==> src/rtl/jcu_pkg.sv <==
// Package: shared field positions and condition-code values for the
// compare-and-jump condition unit. Assumes 32-bit instruction words.
package jcu_pkg;
    localparam int INSTR_W  = 32;
    localparam int OPC_MSB  = 31;
    localparam int OPC_LSB  = 24;
    localparam int COND_MSB = 23;
    localparam int COND_LSB = 20;
    localparam int IMM_W    = 16;

    typedef enum logic [3:0] {
        CC_ALWAYS = 4'h0,
        CC_NE     = 4'h1,
        CC_EQ     = 4'h2,
        CC_UGT    = 4'h3,
        CC_UGE    = 4'h4,
        CC_SGT    = 4'hC,
        CC_SGE    = 4'hD
    } cond_e;
endpackage

==> src/rtl/jcu_operand_sel.sv <==
// Module: selects the second compare operand. In immediate form it takes
// the low IMM_W bits of the instruction. It sign-extends them when the
// condition is signed and zero-extends them otherwise.
// Assumes XLEN >= IMM_W.
module jcu_operand_sel #(
    parameter int XLEN  = 32,
    parameter int IMM_W = 16
) (
    input  logic            use_imm,
    input  logic            signed_cmp,
    input  logic [XLEN-1:0] reg_b,
    input  logic [IMM_W-1:0] imm,
    output logic [XLEN-1:0] opnd_b
);
    localparam int EXT_W = XLEN - IMM_W;

    logic [XLEN-1:0] imm_ext;

    generate
        if (EXT_W > 0) begin : g_ext
            // Extend the immediate to the datapath width.
            always_comb imm_ext = {{EXT_W{signed_cmp & imm[IMM_W-1]}}, imm};
        end else begin : g_noext
            // The immediate already fills the datapath.
            always_comb imm_ext = imm[XLEN-1:0];
        end
    endgenerate

    // Pick the register or the extended immediate.
    always_comb opnd_b = use_imm ? imm_ext : reg_b;
endmodule

==> src/rtl/jcu_cond_eval.sv <==
// Module: evaluates one 4-bit condition code against two operands.
// Codes that are not defined report bad=1 and never hit.
module jcu_cond_eval #(
    parameter int XLEN = 32
) (
    input  logic [3:0]      cond,
    input  logic [XLEN-1:0] a,
    input  logic [XLEN-1:0] b,
    output logic            hit,
    output logic            bad
);
    import jcu_pkg::*;

    logic eq, ugt, sgt;

    // Basic relations shared by every condition.
    always_comb begin
        eq  = (a == b);
        ugt = (a > b);
        sgt = ($signed(a) > $signed(b));
    end

    // Map the condition code onto one relation.
    always_comb begin
        hit = 1'b0;
        bad = 1'b0;
        case (cond)
            CC_ALWAYS: hit = 1'b1;
            CC_NE:     hit = ~eq;
            CC_EQ:     hit = eq;
            CC_UGT:    hit = ugt;
            CC_UGE:    hit = ugt | eq;
            CC_SGT:    hit = sgt;
            CC_SGE:    hit = sgt | eq;
            default:   bad = 1'b1;
        endcase
    end
endmodule

==> src/rtl/jcu_next_sel.sv <==
// Module: next fetch address priority. An interrupt comes first, then a
// taken jump, then the pointer plus one word.
module jcu_next_sel #(
    parameter int XLEN = 32
) (
    input  logic            irq_fire,
    input  logic            jmp_fire,
    input  logic [XLEN-1:0] vec,
    input  logic [XLEN-1:0] ja,
    input  logic [XLEN-1:0] ip,
    output logic [XLEN-1:0] nxt
);
    localparam logic [XLEN-1:0] ONE = {{(XLEN-1){1'b0}}, 1'b1};

    // Priority mux for the next address.
    always_comb begin
        if (irq_fire)      nxt = vec;
        else if (jmp_fire) nxt = ja;
        else               nxt = ip + ONE;
    end
endmodule

==> src/rtl/jump_cond_unit.sv <==
// Module: top of the compare-and-jump condition unit. It decodes the jump
// opcodes, evaluates the condition and registers the flags and the next
// fetch address. Assumes the operands are already read from the register
// file and are valid in the same cycle as the instruction.
module jump_cond_unit #(
    parameter int               XLEN      = 32,
    parameter logic [7:0]       JR_OPCODE = 8'h40,
    parameter logic [7:0]       JI_OPCODE = 8'h41,
    parameter logic [XLEN-1:0]  RESET_ADDR = '0
) (
    input  logic            clk,
    input  logic            rst_n,
    input  logic [31:0]     instr,
    input  logic [XLEN-1:0] rs1_val,
    input  logic [XLEN-1:0] rs2_val,
    input  logic [XLEN-1:0] ip_val,
    input  logic [XLEN-1:0] ja_val,
    input  logic            irq_req,
    input  logic            irq_en,
    input  logic [XLEN-1:0] irq_vec,
    output logic            jump_taken,
    output logic            cond_invalid,
    output logic            irq_taken,
    output logic [XLEN-1:0] next_addr
);
    import jcu_pkg::*;

    logic [7:0]       opc;
    logic [3:0]       cond;
    logic             is_jr, is_ji, is_jump, signed_cmp;
    logic [XLEN-1:0]  opnd_b, nxt;
    logic             hit, bad, jmp_fire, irq_fire;

    // Split the instruction into fields and classify the opcode.
    always_comb begin
        opc        = instr[OPC_MSB:OPC_LSB];
        cond       = instr[COND_MSB:COND_LSB];
        is_jr      = (opc == JR_OPCODE);
        is_ji      = (opc == JI_OPCODE);
        is_jump    = is_jr | is_ji;
        signed_cmp = (cond == CC_SGT) || (cond == CC_SGE);
    end

    jcu_operand_sel #(.XLEN(XLEN), .IMM_W(IMM_W)) u_opsel (
        .use_imm    (is_ji),
        .signed_cmp (signed_cmp),
        .reg_b      (rs2_val),
        .imm        (instr[IMM_W-1:0]),
        .opnd_b     (opnd_b)
    );

    jcu_cond_eval #(.XLEN(XLEN)) u_eval (
        .cond (cond),
        .a    (rs1_val),
        .b    (opnd_b),
        .hit  (hit),
        .bad  (bad)
    );

    // Qualify the condition result and the interrupt request.
    always_comb begin
        jmp_fire = is_jump & hit;
        irq_fire = irq_req & irq_en;
    end

    jcu_next_sel #(.XLEN(XLEN)) u_next (
        .irq_fire (irq_fire),
        .jmp_fire (jmp_fire),
        .vec      (irq_vec),
        .ja       (ja_val),
        .ip       (ip_val),
        .nxt      (nxt)
    );

    // Output registers with synchronous active-low reset.
    always_ff @(posedge clk) begin
        if (!rst_n) begin
            jump_taken   <= 1'b0;
            cond_invalid <= 1'b0;
            irq_taken    <= 1'b0;
            next_addr    <= RESET_ADDR;
        end else begin
            jump_taken   <= jmp_fire;
            cond_invalid <= is_jump & bad;
            irq_taken    <= irq_fire;
            next_addr    <= nxt;
        end
    end
endmodule

==> config.mk <==
export PLATFORM = sky130hd
export DESIGN_NAME = jump_cond_unit
export DESIGN_NICKNAME = d
export VERILOG_FILES = /design/src/rtl/jcu_pkg.sv /design/src/rtl/jcu_operand_sel.sv /design/src/rtl/jcu_cond_eval.sv /design/src/rtl/jcu_next_sel.sv /design/src/rtl/jump_cond_unit.sv
export SDC_FILE = /design/constraint.sdc
export NUM_CORES = 1
export LEC_CHECK = 0
export BUFFER_PORTS_ARGS = -buffer_cell sky130_fd_sc_hd__buf_2
export CAP_MARGIN = 25
export CELL_PAD_IN_SITES_DETAIL_PLACEMENT = 1
export CELL_PAD_IN_SITES_GLOBAL_PLACEMENT = 2
export CORE_ASPECT_RATIO = 0.7
export CORE_MARGIN = 5
export CORE_UTILIZATION = 24
export DETAILED_ROUTE_END_ITERATION = 8
export GPL_ROUTABILITY_DRIVEN = 1
export MAX_ROUTING_LAYER = met4
export PLACE_DENSITY = 0.9
export SLEW_MARGIN = 10
export SYNTH_ARGS = -nofsm -noshare
export SYNTH_HDL_FRONTEND = slang
export SYNTH_HIERARCHICAL = 1
export SYNTH_SLANG_ARGS = --single-unit
==> constraint.sdc <==
create_clock -name clk -period 7.1 [get_ports clk]
set_input_delay 0 -clock clk [delete_from_list [all_inputs] [get_ports clk]]
set_output_delay 0 -clock clk [all_outputs]
set_load 0.05 [all_outputs]
# == Word level (Yosys, flattened, before mapping) ==
# Index checks and enable logic that the tools add are counted.
# word_totals
reg_bits,35
out_inout_bits,35
input_bits,196
wordCells,32
# op_classes
order_cmp,2
eq_ne,9
n_mux,5
n_addsub,1
reduce_logical,3
bitwise_logic,8
# op_table
cell,count
32-bit two-way mux,3
32-bit greater-than comparator,2
"32-bit by 1-bit adder with 32-bit output, second input constant",1
32-bit == test,1
"8-bit by 7-bit == test with 1-bit output, second input constant",2
"4-bit by 2-bit == test with 1-bit output, second input constant",2
"4-bit == test, second input constant",2
1-bit one-hot mux with 7 select lines,1
7-bit OR reduction,1
1-bit AND,4
"4-bit by 1-bit == test with 1-bit output, second input constant",1
"4-bit by 3-bit == test with 1-bit output, second input constant",1
4-bit logical NOT,1
1-bit bitwise OR,3
1-bit logical OR,1
1-bit two-way mux,1
1-bit NOT,1

# == Depth between registers and ports, before layout ==
# logic_depth
depth_word,10
depth_mapped,23
ltp_nobuf,19

# == Cells and area by module ==
# The synthesis kept the hierarchy.
# by_module_without_submodules
mod,seq_area_each_um2,area_each_um2,n_inst,cells_each
jcu_next_sel,0.0,1246.2,1,189
jump_cond_unit,700.7,998.5,1,82
jcu_cond_eval,0.0,943.4,1,133
jcu_operand_sel,0.0,429.2,1,54

# == Worst setup path before layout ==
# OpenSTA, ideal clock, no wires.
# synth_path
path_kind,in2reg
startpoint,in instr[25]
endpoint,reg next_addr[20]
t_arrival_ns,4.558
t_required_ns,7.041
setup_ns,0.059
path_buffers,4
slack_ns,2.482
path_stages,22
path_cell_list,or4b_4 > nor4_1 > buf_6 > buf_6 > mux2_4 > inv_1 > ha_1 > a21oi_1 > nor2_1 > a211o_1 > o41a_1 > or4b_1 > nand4b_1 > nand2b_1 > nor4_1 > clkbuf_1 > inv_2 > nor2_1 > clkbuf_1 > a22oi_1 > o21ai_2 > and2_1
# synth_via
elab_chain_len,8
elab_cells_between_ends,14
classes_between,order compare (2); eq/ne (3); mux (4); bitwise (5)
# synth_rtl
element,line,source
"start, declared",jump_cond_unit.sv:13,"input logic [31:0] instr,"
8-bit by 7-bit == test with 1-bit output *,jump_cond_unit.sv:39,is_ji = (opc == JI_OPCODE);
named net is_ji,jump_cond_unit.sv:30,"logic is_jr, is_ji, is_jump, signed_cmp;"
32-bit two-way mux *,jcu_operand_sel.sv:30,always_comb opnd_b = use_imm ? imm_ext : reg_b;
named net opnd_b[13],jump_cond_unit.sv:31,"logic [XLEN-1:0] opnd_b, nxt;"
32-bit greater-than comparator (tied with other cells),jcu_cond_eval.sv:20,sgt = ($signed(a) > $signed(b));
1-bit bitwise OR (tied with other cells),jcu_cond_eval.sv:34,CC_SGE: hit = sgt | eq;
1-bit one-hot mux with 7 select lines *,jcu_cond_eval.sv:27,case (cond)
named net hit,jump_cond_unit.sv:32,"logic hit, bad, jmp_fire, irq_fire;"
1-bit AND *,jump_cond_unit.sv:62,jmp_fire = is_jump & hit;
named net jmp_fire,jump_cond_unit.sv:32,
32-bit two-way mux *,jcu_next_sel.sv:18,else if (jmp_fire) nxt = ja;
32-bit two-way mux *,jcu_next_sel.sv:17,if (irq_fire) nxt = vec;
named net nxt[20],jump_cond_unit.sv:31,
"end signal, assigned",jump_cond_unit.sv:86,next_addr <= nxt;
"end, declared",jump_cond_unit.sv:24,output logic [XLEN-1:0] next_addr
# The timed path passes the listed nets; every way through them passes the cells marked *.
# A chain may end at the register's enable or synchronous reset.

# == Final worst setup path ==
# layout_path
startpoint,in instr[25]
endpoint,reg next_addr[18]
# The elaborated chain is that of the path after synthesis.

==> qor_table.md <==
| Quantity | This run |
| --- | --- |
| Result of the run | finished, final reports clean |
| Most used flip-flop cell after synthesis | sky130_fd_sc_hd__dfxtp_1 |
| Half-perimeter wire length after detailed placement | 12.98 mm |
| Type of element launching the critical path | primary input |
| Synth Register Bits | 35 |
| Resize count post-CTS | 0 |
| Actual transition at the worst max-transition pin | 1022 ps |
| Cell chain of the critical path | buf_2 -> or4b_4 -> nor4_2 -> buf_4 -> nand3_2 -> o21ai_0 -> inv_1 -> ha_1 -> nand4_1 -> and4bb_2 -> and3_1 -> o311ai_0 -> o311ai_0 -> nand4b_1 -> nand2b_1 -> nor4_2 -> buf_4 -> inv_2 -> nand2_1 -> a221oi_1 -> nor2_1 -> and2_1 |
| Mean Syn Cell Area | 7.898 sq um |
| Final total negative setup slack | 0 ps |
| Ports placed on the boundary | 231 |
| Layout cells sized above 1 | 0.4068 |
| Residual overflow from global routing | 0 |
| Routability cong. | 0.9054 |
| Number of buffers and inverters on the critical path | 5 |
| Vias in the first global route | 4451 |
| Hold Path Class | primary input to register |
| # rows | 37 |
| Pwr/cell area | 134.4 nW/um^2 |
| Synth warn | 6 |
| Number of buffer cells added on primary ports | 226 |
| Start point of the worst hold path | irq_vec[30] |
| Post-detailed-route wirelength per cell | 17.38 um |
| Synth async-reset ratio | 0 |
| Global-route wire length before repair | 23.36 mm |
| 1st-pass router iterations | 6 |
| Slew Limit Headroom | 0.3137 |
| Setup repair after global routing missed its margin | no |
| Pins Over Slew Limit | 0 |
| Die span in x | 156.7 um |
| Final wirelength | 15.28 mm |
| Cells after DPL | 865 |
| Setup Buffers After CTS | 0 |
| Overall track demand over capacity in global routing | 0.1697 |
| 1st-iter DRT viols | 164 |
| Type of the worst setup path | primary input to register |
| Achievable Freq | 191.4 MHz |
| Syn nets | 687 |
| Leak pwr | 2.568 nW |
| Initial standard-cell utilization of the core | 0.2457 |
| TritonCTS buffer count | 5 |
| Arrival time worst endpoint | 5390 ps |
| Period utilization | 0.7357 |
| Largest delay share family, worst path | simple AND/OR/NAND/NOR gates |
| Number of clock sinks | 35 |
| Cells on Worst Hold Path | 4 |
| Cell with the largest stage delay on the worst path | sky130_fd_sc_hd__or4b_4 |
| Chip Height | 112.7 um |
| Final-report setup violation count | 0 |
| Antenna Violating Nets Remaining | 0 |
| H-tree levels | 2 |
| Clock-pin slew on the worst setup and hold paths | 60 ps |
| Tmin final | 5224 ps |
| Max Root-Sink Buffers | 2 |
| Critical path required time | 7270 ps |
| EDFF count, synth | 0 |
| Longest individual stage delay on the worst path | 580 ps |
| Gate Count Post-Synth | 458 |
| Largest net degree at the start of global routing | 39 |
| Sort of element at the end of the critical path | register |
| Antenna violations before repair | 3 |
| Non-filler instance count after layout | 879 |
| Vias per cell | 4.743 |
| Most frequent standard cell in the layout excluding fill and tap cells | sky130_fd_sc_hd__buf_2 |
| Number of vias after detailed routing | 4169 |
| Drc violations | 0 |
| Final hold violations | 0 |
| Core outline area | 14720 sq um |
| Net count of the finished layout | 909 |
| CTS tree | done |
| Overall die area | 17670 sq um |
| Synth Cell Area | 3617 sq um |
| Crit Path Max Fanout | 33 |
| Most area-hungry cell type in the Yosys netlist | sky130_fd_sc_hd__dfxtp_1 |
| Highest-count cells in the layout ignoring fill and taps | sky130_fd_sc_hd__buf_2, sky130_fd_sc_hd__inv_1, sky130_fd_sc_hd__o21ai_0, sky130_fd_sc_hd__and2_1, sky130_fd_sc_hd__dfxtp_1 |
| Master cell of the clock root buffer | sky130_fd_sc_hd__clkbuf_16 |
| WHS Endpoint | next_addr[30]$_SDFF_PN0_ |
| Maximum capacitance violations | 0 |
| Area contributors post-synth | sky130_fd_sc_hd__dfxtp_1, sky130_fd_sc_hd__ha_1, sky130_fd_sc_hd__o21ai_0, sky130_fd_sc_hd__and2_1, sky130_fd_sc_hd__mux2_4 |
| Proportion of netlist area held by the largest area contributor | 0.1937 |
| Number of unique standard cell types used by synthesis | 62 |
| IR drop worst, VDD | 72.86 uV |
| Area added between synthesis and finish | 41.72% |
| Share of the yosys chip area belonging to registers | 0.1937 |
==> sequential cells by signal (all words and copies together) (netlist names) <==
signal        flops
next_addr        32
cond_invalid      1
jump_taken        1
irq_taken         1
==> final cells by class <==
class,instances,area [sq um]
fillers,1864,9595
multi-input cells,353,2638
repair buffers,232,1181
flip-flops and latches,35,700.7
well taps,195,244.0
inverters,53,198.9
clock buffers,8,156.4
diodes,3,7.507
==> metrics by stage <==
stage,power [mW],setup WS [ps],util,area (sq um),hold slack (ps)
2_1_floorplan,0.3498,2482,-,3617,121.7
3_3_place_gp,0.4459,1582,0.3352,4935,236.8
3_5_place_dp,0.4554,1321,0.3352,4935,241.6
4_1_cts,0.7003,1597,0.3472,5111,22.67
5_1_grt,0.7321,1384,0.3482,5126,53.91
6_report,0.6892,1876,0.3482,5126,34.60
==> what timing repair did <==
item                                   4_1_cts  5_1_grt
setup endpoints to repair                    0        0
hold buffers                                 2        0
endpoints found under the hold margin        1        0
==> worst max-delay path by stage <==
stage               from                       end  depth (start not counted)
2_1_floorplan  instr[25]  next_addr[20]$_SDFF_PN0_                         22
3_3_place_gp   instr[25]  next_addr[12]$_SDFF_PN0_                         22
3_5_place_dp   instr[25]  next_addr[12]$_SDFF_PN0_                         22
4_1_cts        instr[25]  next_addr[14]$_SDFF_PN0_                         22
5_1_grt        instr[25]  next_addr[18]$_SDFF_PN0_                         22
6_report       instr[25]  next_addr[18]$_SDFF_PN0_                         22
==> power breakdown <==
part           switching (mW)  internal (mW)  leakage (nW)
clock network          0.0883          0.150        0.0772
registers             0.00333          0.209         0.291
logic                   0.140         0.0987          2.20
total                   0.232          0.458          2.57
==> logic make-up (layout without fill, tap and decap cells) <==
logic type / after synthesis / in the layout / share of synthesized area
AO/OA/AOI/OAI: 105 / 105 / 0.1764
XOR/XNOR: 28 / 28 / 0.06780
adder cells (fa/ha/maj): 33 / 33 / 0.1141
buffers and inverters: 70 / 293 / 0.08059
flip-flops: 35 / 35 / 0.1937
multiplexers: 24 / 24 / 0.08751
other: 0 / 3 / 0
AND/OR/NAND/NOR: 163 / 163 / 0.2798
==> metal layers <==
metal | global-route usage | wire length [um] | vias to the layer above
met2 | 0.2834 | 7553 | 116
met3 | 0.02485 | 721 | 16
met1 | 0.2159 | 6725 | 1958
met5 | - | 0 | -
met4 | 0.04277 | 279 | 0
li1 | - | - | 2079
==> synth_stat cells, types with 2 or more instances <==
cell and instances:
sky130_fd_sc_hd__inv_1 51, sky130_fd_sc_hd__o21ai_0 45, sky130_fd_sc_hd__and2_1 35, sky130_fd_sc_hd__dfxtp_1 35
sky130_fd_sc_hd__ha_1 33, sky130_fd_sc_hd__nand2_1 32, sky130_fd_sc_hd__a21oi_1 21, sky130_fd_sc_hd__nand4_1 17
sky130_fd_sc_hd__a22oi_1 16, sky130_fd_sc_hd__xor2_1 16, sky130_fd_sc_hd__mux2_4 14, sky130_fd_sc_hd__nand3_1 14
sky130_fd_sc_hd__nor2_1 14, sky130_fd_sc_hd__clkbuf_1 12, sky130_fd_sc_hd__xnor2_1 12, sky130_fd_sc_hd__nor3_1 8
sky130_fd_sc_hd__and3_1 7, sky130_fd_sc_hd__mux2_2 5, sky130_fd_sc_hd__mux2i_1 5, sky130_fd_sc_hd__and4_1 4
sky130_fd_sc_hd__nor4_1 4, sky130_fd_sc_hd__nand2b_1 3, sky130_fd_sc_hd__o22ai_1 3, sky130_fd_sc_hd__a211oi_1 2
sky130_fd_sc_hd__a21o_1 2, sky130_fd_sc_hd__a221oi_1 2, sky130_fd_sc_hd__a31oi_1 2, sky130_fd_sc_hd__buf_2 2
sky130_fd_sc_hd__buf_6 2, sky130_fd_sc_hd__nand3_4 2, sky130_fd_sc_hd__nand4b_1 2, sky130_fd_sc_hd__nor3b_1 2
sky130_fd_sc_hd__nor4_4 2, sky130_fd_sc_hd__o21ai_2 2, sky130_fd_sc_hd__o311ai_0 2, sky130_fd_sc_hd__or3_1 2
Power figures use the tool's default switching activity.
